==> src/rtl/gfx_ldr_pkg.sv <==
package gfx_ldr_pkg;

  typedef enum logic [1:0] {
    SEL_NONE  = 2'b00,
    SEL_MASK  = 2'b01,
    SEL_COLOR = 2'b10,
    SEL_BOTH  = 2'b11
  } sel_e;

  typedef struct packed {
    logic ld_mask;
    logic ld_color;
    logic start_pair;
    logic reject;
  } dec_t;

endpackage

==> src/rtl/gfx_ldr_decode.sv <==
module gfx_ldr_decode
  import gfx_ldr_pkg::*;
(
  input  logic cs_n,
  input  logic ras_n,
  input  logic cas_n,
  input  logic we_n,
  input  logic sf_sel,
  input  logic a5,
  input  logic a6,
  input  logic dq_idle,
  input  logic busy,
  output dec_t dec
);

  logic strobes_low;
  logic live;
  sel_e sel;

  assign strobes_low = ~cs_n & ~ras_n & ~cas_n & ~we_n;
  assign live        = strobes_low & sf_sel & ~busy;
  assign sel         = sel_e'({a6, a5});

  always_comb begin
    dec = '0;
    if (live) begin
      unique case (sel)
        SEL_NONE: dec = '0;
        SEL_MASK: begin
          dec.ld_mask = dq_idle;
          dec.reject  = ~dq_idle;
        end
        SEL_COLOR: begin
          dec.ld_color = dq_idle;
          dec.reject   = ~dq_idle;
        end
        SEL_BOTH: begin
          dec.ld_mask    = dq_idle;
          dec.start_pair = dq_idle;
          dec.reject     = ~dq_idle;
        end
        default: dec = '0;
      endcase
    end
  end

endmodule

==> src/rtl/gfx_ldr_seq.sv <==
module gfx_ldr_seq
  import gfx_ldr_pkg::*;
(
  input  logic clk,
  input  logic rst,
  input  dec_t dec,
  output logic busy,
  output logic err
);

  always_ff @(posedge clk) begin
    if (rst) begin
      busy <= 1'b0;
      err  <= 1'b0;
    end else begin
      busy <= dec.start_pair;
      err  <= dec.reject;
    end
  end

endmodule

==> src/rtl/gfx_ldr_regbank.sv <==
module gfx_ldr_regbank #(
  parameter int          DATA_W  = 32,
  parameter int          LANE_W  = 8,
  parameter logic [DATA_W-1:0] RST_VAL = '0
) (
  input  logic              clk,
  input  logic              rst,
  input  logic              wr,
  input  logic [DATA_W-1:0] din,
  output logic [DATA_W-1:0] q
);

  localparam int LANES = DATA_W / LANE_W;

  for (genvar l = 0; l < LANES; l++) begin : g_lane
    always_ff @(posedge clk) begin
      if (rst) begin
        q[l*LANE_W +: LANE_W] <= RST_VAL[l*LANE_W +: LANE_W];
      end else if (wr) begin
        q[l*LANE_W +: LANE_W] <= din[l*LANE_W +: LANE_W];
      end
    end
  end

endmodule

==> src/rtl/gfx_reg_loader.sv <==
module gfx_reg_loader
  import gfx_ldr_pkg::*;
#(
  parameter int DATA_W = 32,
  parameter int LANE_W = 8
) (
  input  logic              clk,
  input  logic              rst,
  input  logic              cs_n,
  input  logic              ras_n,
  input  logic              cas_n,
  input  logic              we_n,
  input  logic              sf_sel,
  input  logic              a5,
  input  logic              a6,
  input  logic [DATA_W-1:0] dq_in,
  input  logic              dq_idle,
  output logic [DATA_W-1:0] mask_reg,
  output logic [DATA_W-1:0] color_reg,
  output logic              busy,
  output logic              err
);

  localparam logic [DATA_W-1:0] MASK_RST  = '1;
  localparam logic [DATA_W-1:0] COLOR_RST = '0;

  dec_t dec;
  logic color_wr;

  gfx_ldr_decode u_dec (
    .cs_n    (cs_n),
    .ras_n   (ras_n),
    .cas_n   (cas_n),
    .we_n    (we_n),
    .sf_sel  (sf_sel),
    .a5      (a5),
    .a6      (a6),
    .dq_idle (dq_idle),
    .busy    (busy),
    .dec     (dec)
  );

  gfx_ldr_seq u_seq (
    .clk  (clk),
    .rst  (rst),
    .dec  (dec),
    .busy (busy),
    .err  (err)
  );

  assign color_wr = dec.ld_color | busy;

  gfx_ldr_regbank #(
    .DATA_W  (DATA_W),
    .LANE_W  (LANE_W),
    .RST_VAL (MASK_RST)
  ) u_mask (
    .clk (clk),
    .rst (rst),
    .wr  (dec.ld_mask),
    .din (dq_in),
    .q   (mask_reg)
  );

  gfx_ldr_regbank #(
    .DATA_W  (DATA_W),
    .LANE_W  (LANE_W),
    .RST_VAL (COLOR_RST)
  ) u_color (
    .clk (clk),
    .rst (rst),
    .wr  (color_wr),
    .din (dq_in),
    .q   (color_reg)
  );

endmodule

==> config.mk <==
export PLATFORM = sky130hd
export DESIGN_NAME = gfx_reg_loader
export DESIGN_NICKNAME = d
export VERILOG_FILES = /design/src/rtl/gfx_ldr_pkg.sv /design/src/rtl/gfx_ldr_decode.sv /design/src/rtl/gfx_ldr_seq.sv /design/src/rtl/gfx_ldr_regbank.sv /design/src/rtl/gfx_reg_loader.sv
export SDC_FILE = /design/constraint.sdc
export NUM_CORES = 1
export LEC_CHECK = 0
export BUFFER_PORTS_ARGS = -buffer_cell sky130_fd_sc_hd__buf_2
export CORE_UTILIZATION = 45
export CTS_CLUSTER_DIAMETER = 120
export DETAILED_ROUTE_END_ITERATION = 16
export GPL_ROUTABILITY_DRIVEN = 0
export PLACE_DENSITY = 0.75
export SLEW_MARGIN = 20
export SYNTH_ARGS = -nofsm -noshare
export SYNTH_HDL_FRONTEND = slang
export SYNTH_SLANG_ARGS = --single-unit
==> constraint.sdc <==
create_clock -name clk -period 1.5 [get_ports clk]
set_input_delay 0.075 -clock clk [delete_from_list [all_inputs] [get_ports clk]]
set_output_delay 0.075 -clock clk [all_outputs]
set_load 0.02 [all_outputs]
After elaboration in Yosys (flattened, before gate mapping):

Index checks and enable logic that the tools add are counted.

* register bits after elaboration: 66
* input port bits: 42
* output and inout bits: 66

* eq/ne operators: 3
* mux-type cells: 5
* bitwise operators: 14
* reduce and logical (&&, ||, !) cells: 5

Operators by type and width (count)
* 1-bit inverter: 8
* 3-bit OR reduction: 2
* 1-bit bitwise AND: 5
* 2-bit == test, second input constant: 2
* 4-bit two-way mux: 1
* 2-bit OR reduction: 2
* 1-bit two-way mux: 3
* 2-bit by 1-bit == test with 1-bit output, second input constant: 1
* 2-bit logical NOT: 1
* 1-bit one-hot mux with 2 select lines: 1
* 1-bit OR: 1

Depth between registers and ports, before layout:

* depth after elaboration: 8
* depth in mapped cells: 6

Cells and area by module:

Synthesis repeated with hierarchy kept, for this count alone.

* cells, all modules: 224
* area, all modules: 2486.1 um^2

By module, submodules not included
* gfx_ldr_regbank (u_mask): times used 1, cells each 106, area each 1199.9 um^2, sequential area each 640.6 um^2
* gfx_ldr_regbank (u_color): times used 1, cells each 103, area each 1163.6 um^2, sequential area each 640.6 um^2
* gfx_ldr_decode: times used 1, cells each 10, area each 63.8 um^2, sequential area each 0.0 um^2
* gfx_ldr_seq: times used 1, cells each 4, area each 52.6 um^2, sequential area each 40.0 um^2
* gfx_reg_loader: times used 1, cells each 1, area each 6.3 um^2, sequential area each 0.0 um^2

Worst setup path before layout:

OpenSTA, ideal clock, no wires.

* path kind: register -> register
* from: reg u_seq.busy
* to: reg u_mask.q[0]
* arrival: 1451 ps
* slack: -23 ps
* cell stages (with the launch flop): 6
* clock period less this slack: 1523 ps
* cells stage by stage: dfxtp_1 -> nor4_4 -> and3_1 -> buf_6 -> buf_12 -> mux2i_1

* word-level cells in the longest chain between the ends: 3

Ends and longest elaborated chain
* start, declared: RTL line gfx_ldr_seq.sv:7 `output logic busy,`
* start signal, assigned: RTL line gfx_ldr_seq.sv:16 `busy <= dec.start_pair;`
* 1-bit inverter: RTL line gfx_ldr_decode.sv:21 `assign live = strobes_low & sf_sel & ~busy;`
* 1-bit bitwise AND: RTL line gfx_ldr_decode.sv:21
* 4-bit two-way mux: RTL line gfx_ldr_decode.sv:26 `if (live) begin`
* end signal, assigned by index: RTL line gfx_ldr_regbank.sv:18 `q[l*LANE_W +: LANE_W] <= RST_VAL[l*LANE_W +: LANE_W];`
* end signal, assigned by index: RTL line gfx_ldr_regbank.sv:20 `q[l*LANE_W +: LANE_W] <= din[l*LANE_W +: LANE_W];`
* end, declared: RTL line gfx_ldr_regbank.sv:10 `output logic [DATA_W-1:0] q`

Every way passes these cells.
A chain may end at the register's enable or synchronous reset.

Worst setup path in the final report:

* from: in we_n
* to: reg u_color.q[29]

* word-level cells in the longest chain between the ends: 6

Ends and longest elaborated chain
* start, declared: RTL line gfx_reg_loader.sv:12 `input logic we_n,`
* 1-bit inverter: RTL line gfx_ldr_decode.sv:20 `assign strobes_low = ~cs_n & ~ras_n & ~cas_n & ~we_n;`
* 1-bit bitwise AND: RTL line gfx_ldr_decode.sv:20
* 1-bit bitwise AND (2 in a row): RTL line gfx_ldr_decode.sv:21
* 4-bit two-way mux: RTL line gfx_ldr_decode.sv:26
* 1-bit OR: RTL line gfx_reg_loader.sv:51 `assign color_wr = dec.ld_color | busy;`
* end signal, assigned by index: RTL line gfx_ldr_regbank.sv:18
* end signal, assigned by index: RTL line gfx_ldr_regbank.sv:20
* end, declared: RTL line gfx_ldr_regbank.sv:10

Every way passes these cells.

==> results.yml <==
outcome:
  status: "finished, final reports clean"
die:
  die-area_sq_um: 8030
  initial_core_util_pct: 47.1
  num_rows: 31
  boundaryPins: 108
  die_h_um: 89.6
  core-area_sq_um: 7330
  die_width_um: 89.6
drt:
  viasPerCell: 5.64
  vias: 3265
  drtPass1Iterations: 4
  drt_iter0_drc: 165
  drc: 0
  drt-total-wl_um: 9410
  drt-wirelength-per-cell_um: 16.3
  ant_nets: 0
timing:
  relSlewSlack_pct: 76.2
  rsz0062_at_grt: "false"
  worst-slew-pin-transition_ps: 357
  drv_slew: 0
  timing.fmax_ghz: 0.728
  setup_violations: 0
  fin_crit_ps: 1370
  final-hold-violation-count: 0
  hold_ws_ps: 17.6
  min_period_over_period_pct: 91.6
  fin_setup_tns_ps: 0
  clock_skew_ps: 8.91
synthesis:
  syn-cell-area_sq_um: 3450
  synth.area.top_cells: "dfxtp_1 (38%), o221ai_2 (13%), mux2i_1 (9.3%), nor2_1 (7.2%), a22oi_1 (7.0%)"
  ys_seq_area_share_pct: 38.3
  yosys_warnings: 0
  yosysTopAreaCell: "dfxtp_1"
  synth_nets: 417
  ys_types: 23
  yosysTopAreaCellShare_pct: 38.3
  syn_area_per_cell_sq_um: 9.21
  synth-seq-cells: 66
  syn_inst: 375
clock_network:
  cts_tree: "built"
  clock-sinks: 66
  cts-buffers-inserted: 9
  root_buffer: "clkbuf_8"
  path_clk_slew_ps: 80
  cts_resized: 0
  cts_max_path_buffers: 2
  htreeDepth: 3
  clk_latency_ps: 350
worst_setup_path:
  path_class: "primary input to register"
  path_max_fanout: 32
  cp_data_required_time_ps: 1760
  path_delay_family: "buffers and inverters"
  crit_path_start_kind: "primary input"
  critPathMaxStageDelay_ps: 530
  cp.arrival_ps: 1630
  cp-end-kind: "register"
  crit_chain: "dlygate4sd3_1 > buf_2 > and3b_1 > buf_4 > nand4_1 > o221ai_2"
  cp_slowest_cell: "dlygate4sd3_1"
  crit_buf_inv: 3
  reg2reg_setup_slack_ps: 130
global_routing:
  grt_max_degree: 48
  antenna_found_initial: 0
  grt_pass1_wl_um: 14600
  gr-total-overflow: 0
  grt_pass1_vias: 3053
  track_usage_pct: 23.9
final_layout:
  antenna_cells: 0
  multi_input_area_sq_um: 1890
  drive_gt1_share_pct: 37.3
  nFillCells: 643
  seq_area_sq_um: 1320
  area.growth.synth_to_final_pct: 25.7
  fin_nets: 517
pwr:
  power_mw: 3.84
  peakVddDrop_mv: 0.442
  p_leak_nw: 1.65
  powerDensity_nw_per_um2: 885
min_path:
  hp-class: "primary input to register"
placement:
  dp_hpwl_um: 6300
  placement.io_buffers: 107
run:
  maxCapViolations: 0
## metrics by stage
step	instances	utilization [%]	instance area (sq um)	worst slack (ps)
floorplan	375	-	3450	-5.71
global placement	560	55.8	4090	217
detailed placement	560	55.8	4090	126
CTS	579	59.2	4340	113
global route	579	59.2	4340	52.2
finish	579	59.2	4340	126
## registers in the layout, indices dropped and copies added (netlist names)
name	cells
u_color.q	32
u_mask.q	32
u_seq.busy	1
u_seq.err	1
## path summary, 6_finish.rpt
kind,startpoint,endpoint,cells after the start
setup / recovery,we_n,u_color.q[29],6
hold / removal,dq_in[4],u_color.q[4],3
setup reg to reg,u_seq.busy,u_mask.q[27],4
hold reg to reg,u_mask.q[6],u_mask.q[6],2
## synth_stat cells (all sizes together)
| library cell | n |
|---|---|
| o221ai | 32 |
| buf | 15 |
| dfxtp | 66 |
| mux2i | 32 |
| nor3b | 1 |
| nor2b | 32 |
| nor2 | 66 |
| and4b | 1 |
| and3 | 1 |
| nand2b | 1 |
| and2 | 1 |
| and3b | 1 |
| nand4 | 32 |
| a22oi | 32 |
| clkbuf | 27 |
| nand2 | 32 |
| nor4 | 2 |
| nand3b | 1 |
## worst register-to-register path, stage by stage, from the launching register on
cell     delay (ps)
dfxtp_2         350
nor4_4          240
and3_2          310
buf_12          180
mux2i_1         210
## routing by layer
layer	GRT usage, %	share of wire, %	up-vias	routed length [um]
met5	0	0	-	0
met1	28.9	43	1573	4070
met3	5.30	5.3	20	501
li1	-	-	1558	-
met4	11.3	2.2	0	210
met2	40.4	49	114	4630
## layout by cell type, fill, tap and decap left out, types with 3 or more instances in the layout
cell           count
buf_12             5
o221ai_2          30
buf_4             17
nor2_1            65
nor2b_1           32
a22oi_1           32
mux2i_1           32
clkbuf_8          10
dfxtp_1           65
dlygate4sd3_1      3
nand2_1           32
nand4_1           32
buf_2            106
## where the power goes
part | internal (mW) | switching (mW) | total, mW
registers | 1.77 | 0.0143 | 1.79
logic | 0.142 | 0.240 | 0.382
clock network | 0.976 | 0.699 | 1.68
## cell families (layout without fill, tap and decap cells)
logic type	after synthesis	in the layout	share of synthesized area (%)
compound gates	64	64	20.5
buf+inv	42	147	7.36
mux	32	32	9.28
flops	66	66	38.3
simple gates	171	171	24.6
## final cells by class
type | count | area share [%]
Multi-Input combinational cell | 267 | 43.5
Clock buffer | 11 | 3.26
Tap cell | 99 | 2.85
Sequential cell | 66 | 30.5
Clock inverter | 5 | 1.79
Timing Repair Buffer | 131 | 18.2
## what timing repair did
action,4_1_cts,5_1_grt
endpoints found under the setup margin,0,0
hold endpoints to repair,1,0
setup buffers,0,0
hold buffers,3,0
Power figures use the tool's default switching activity.
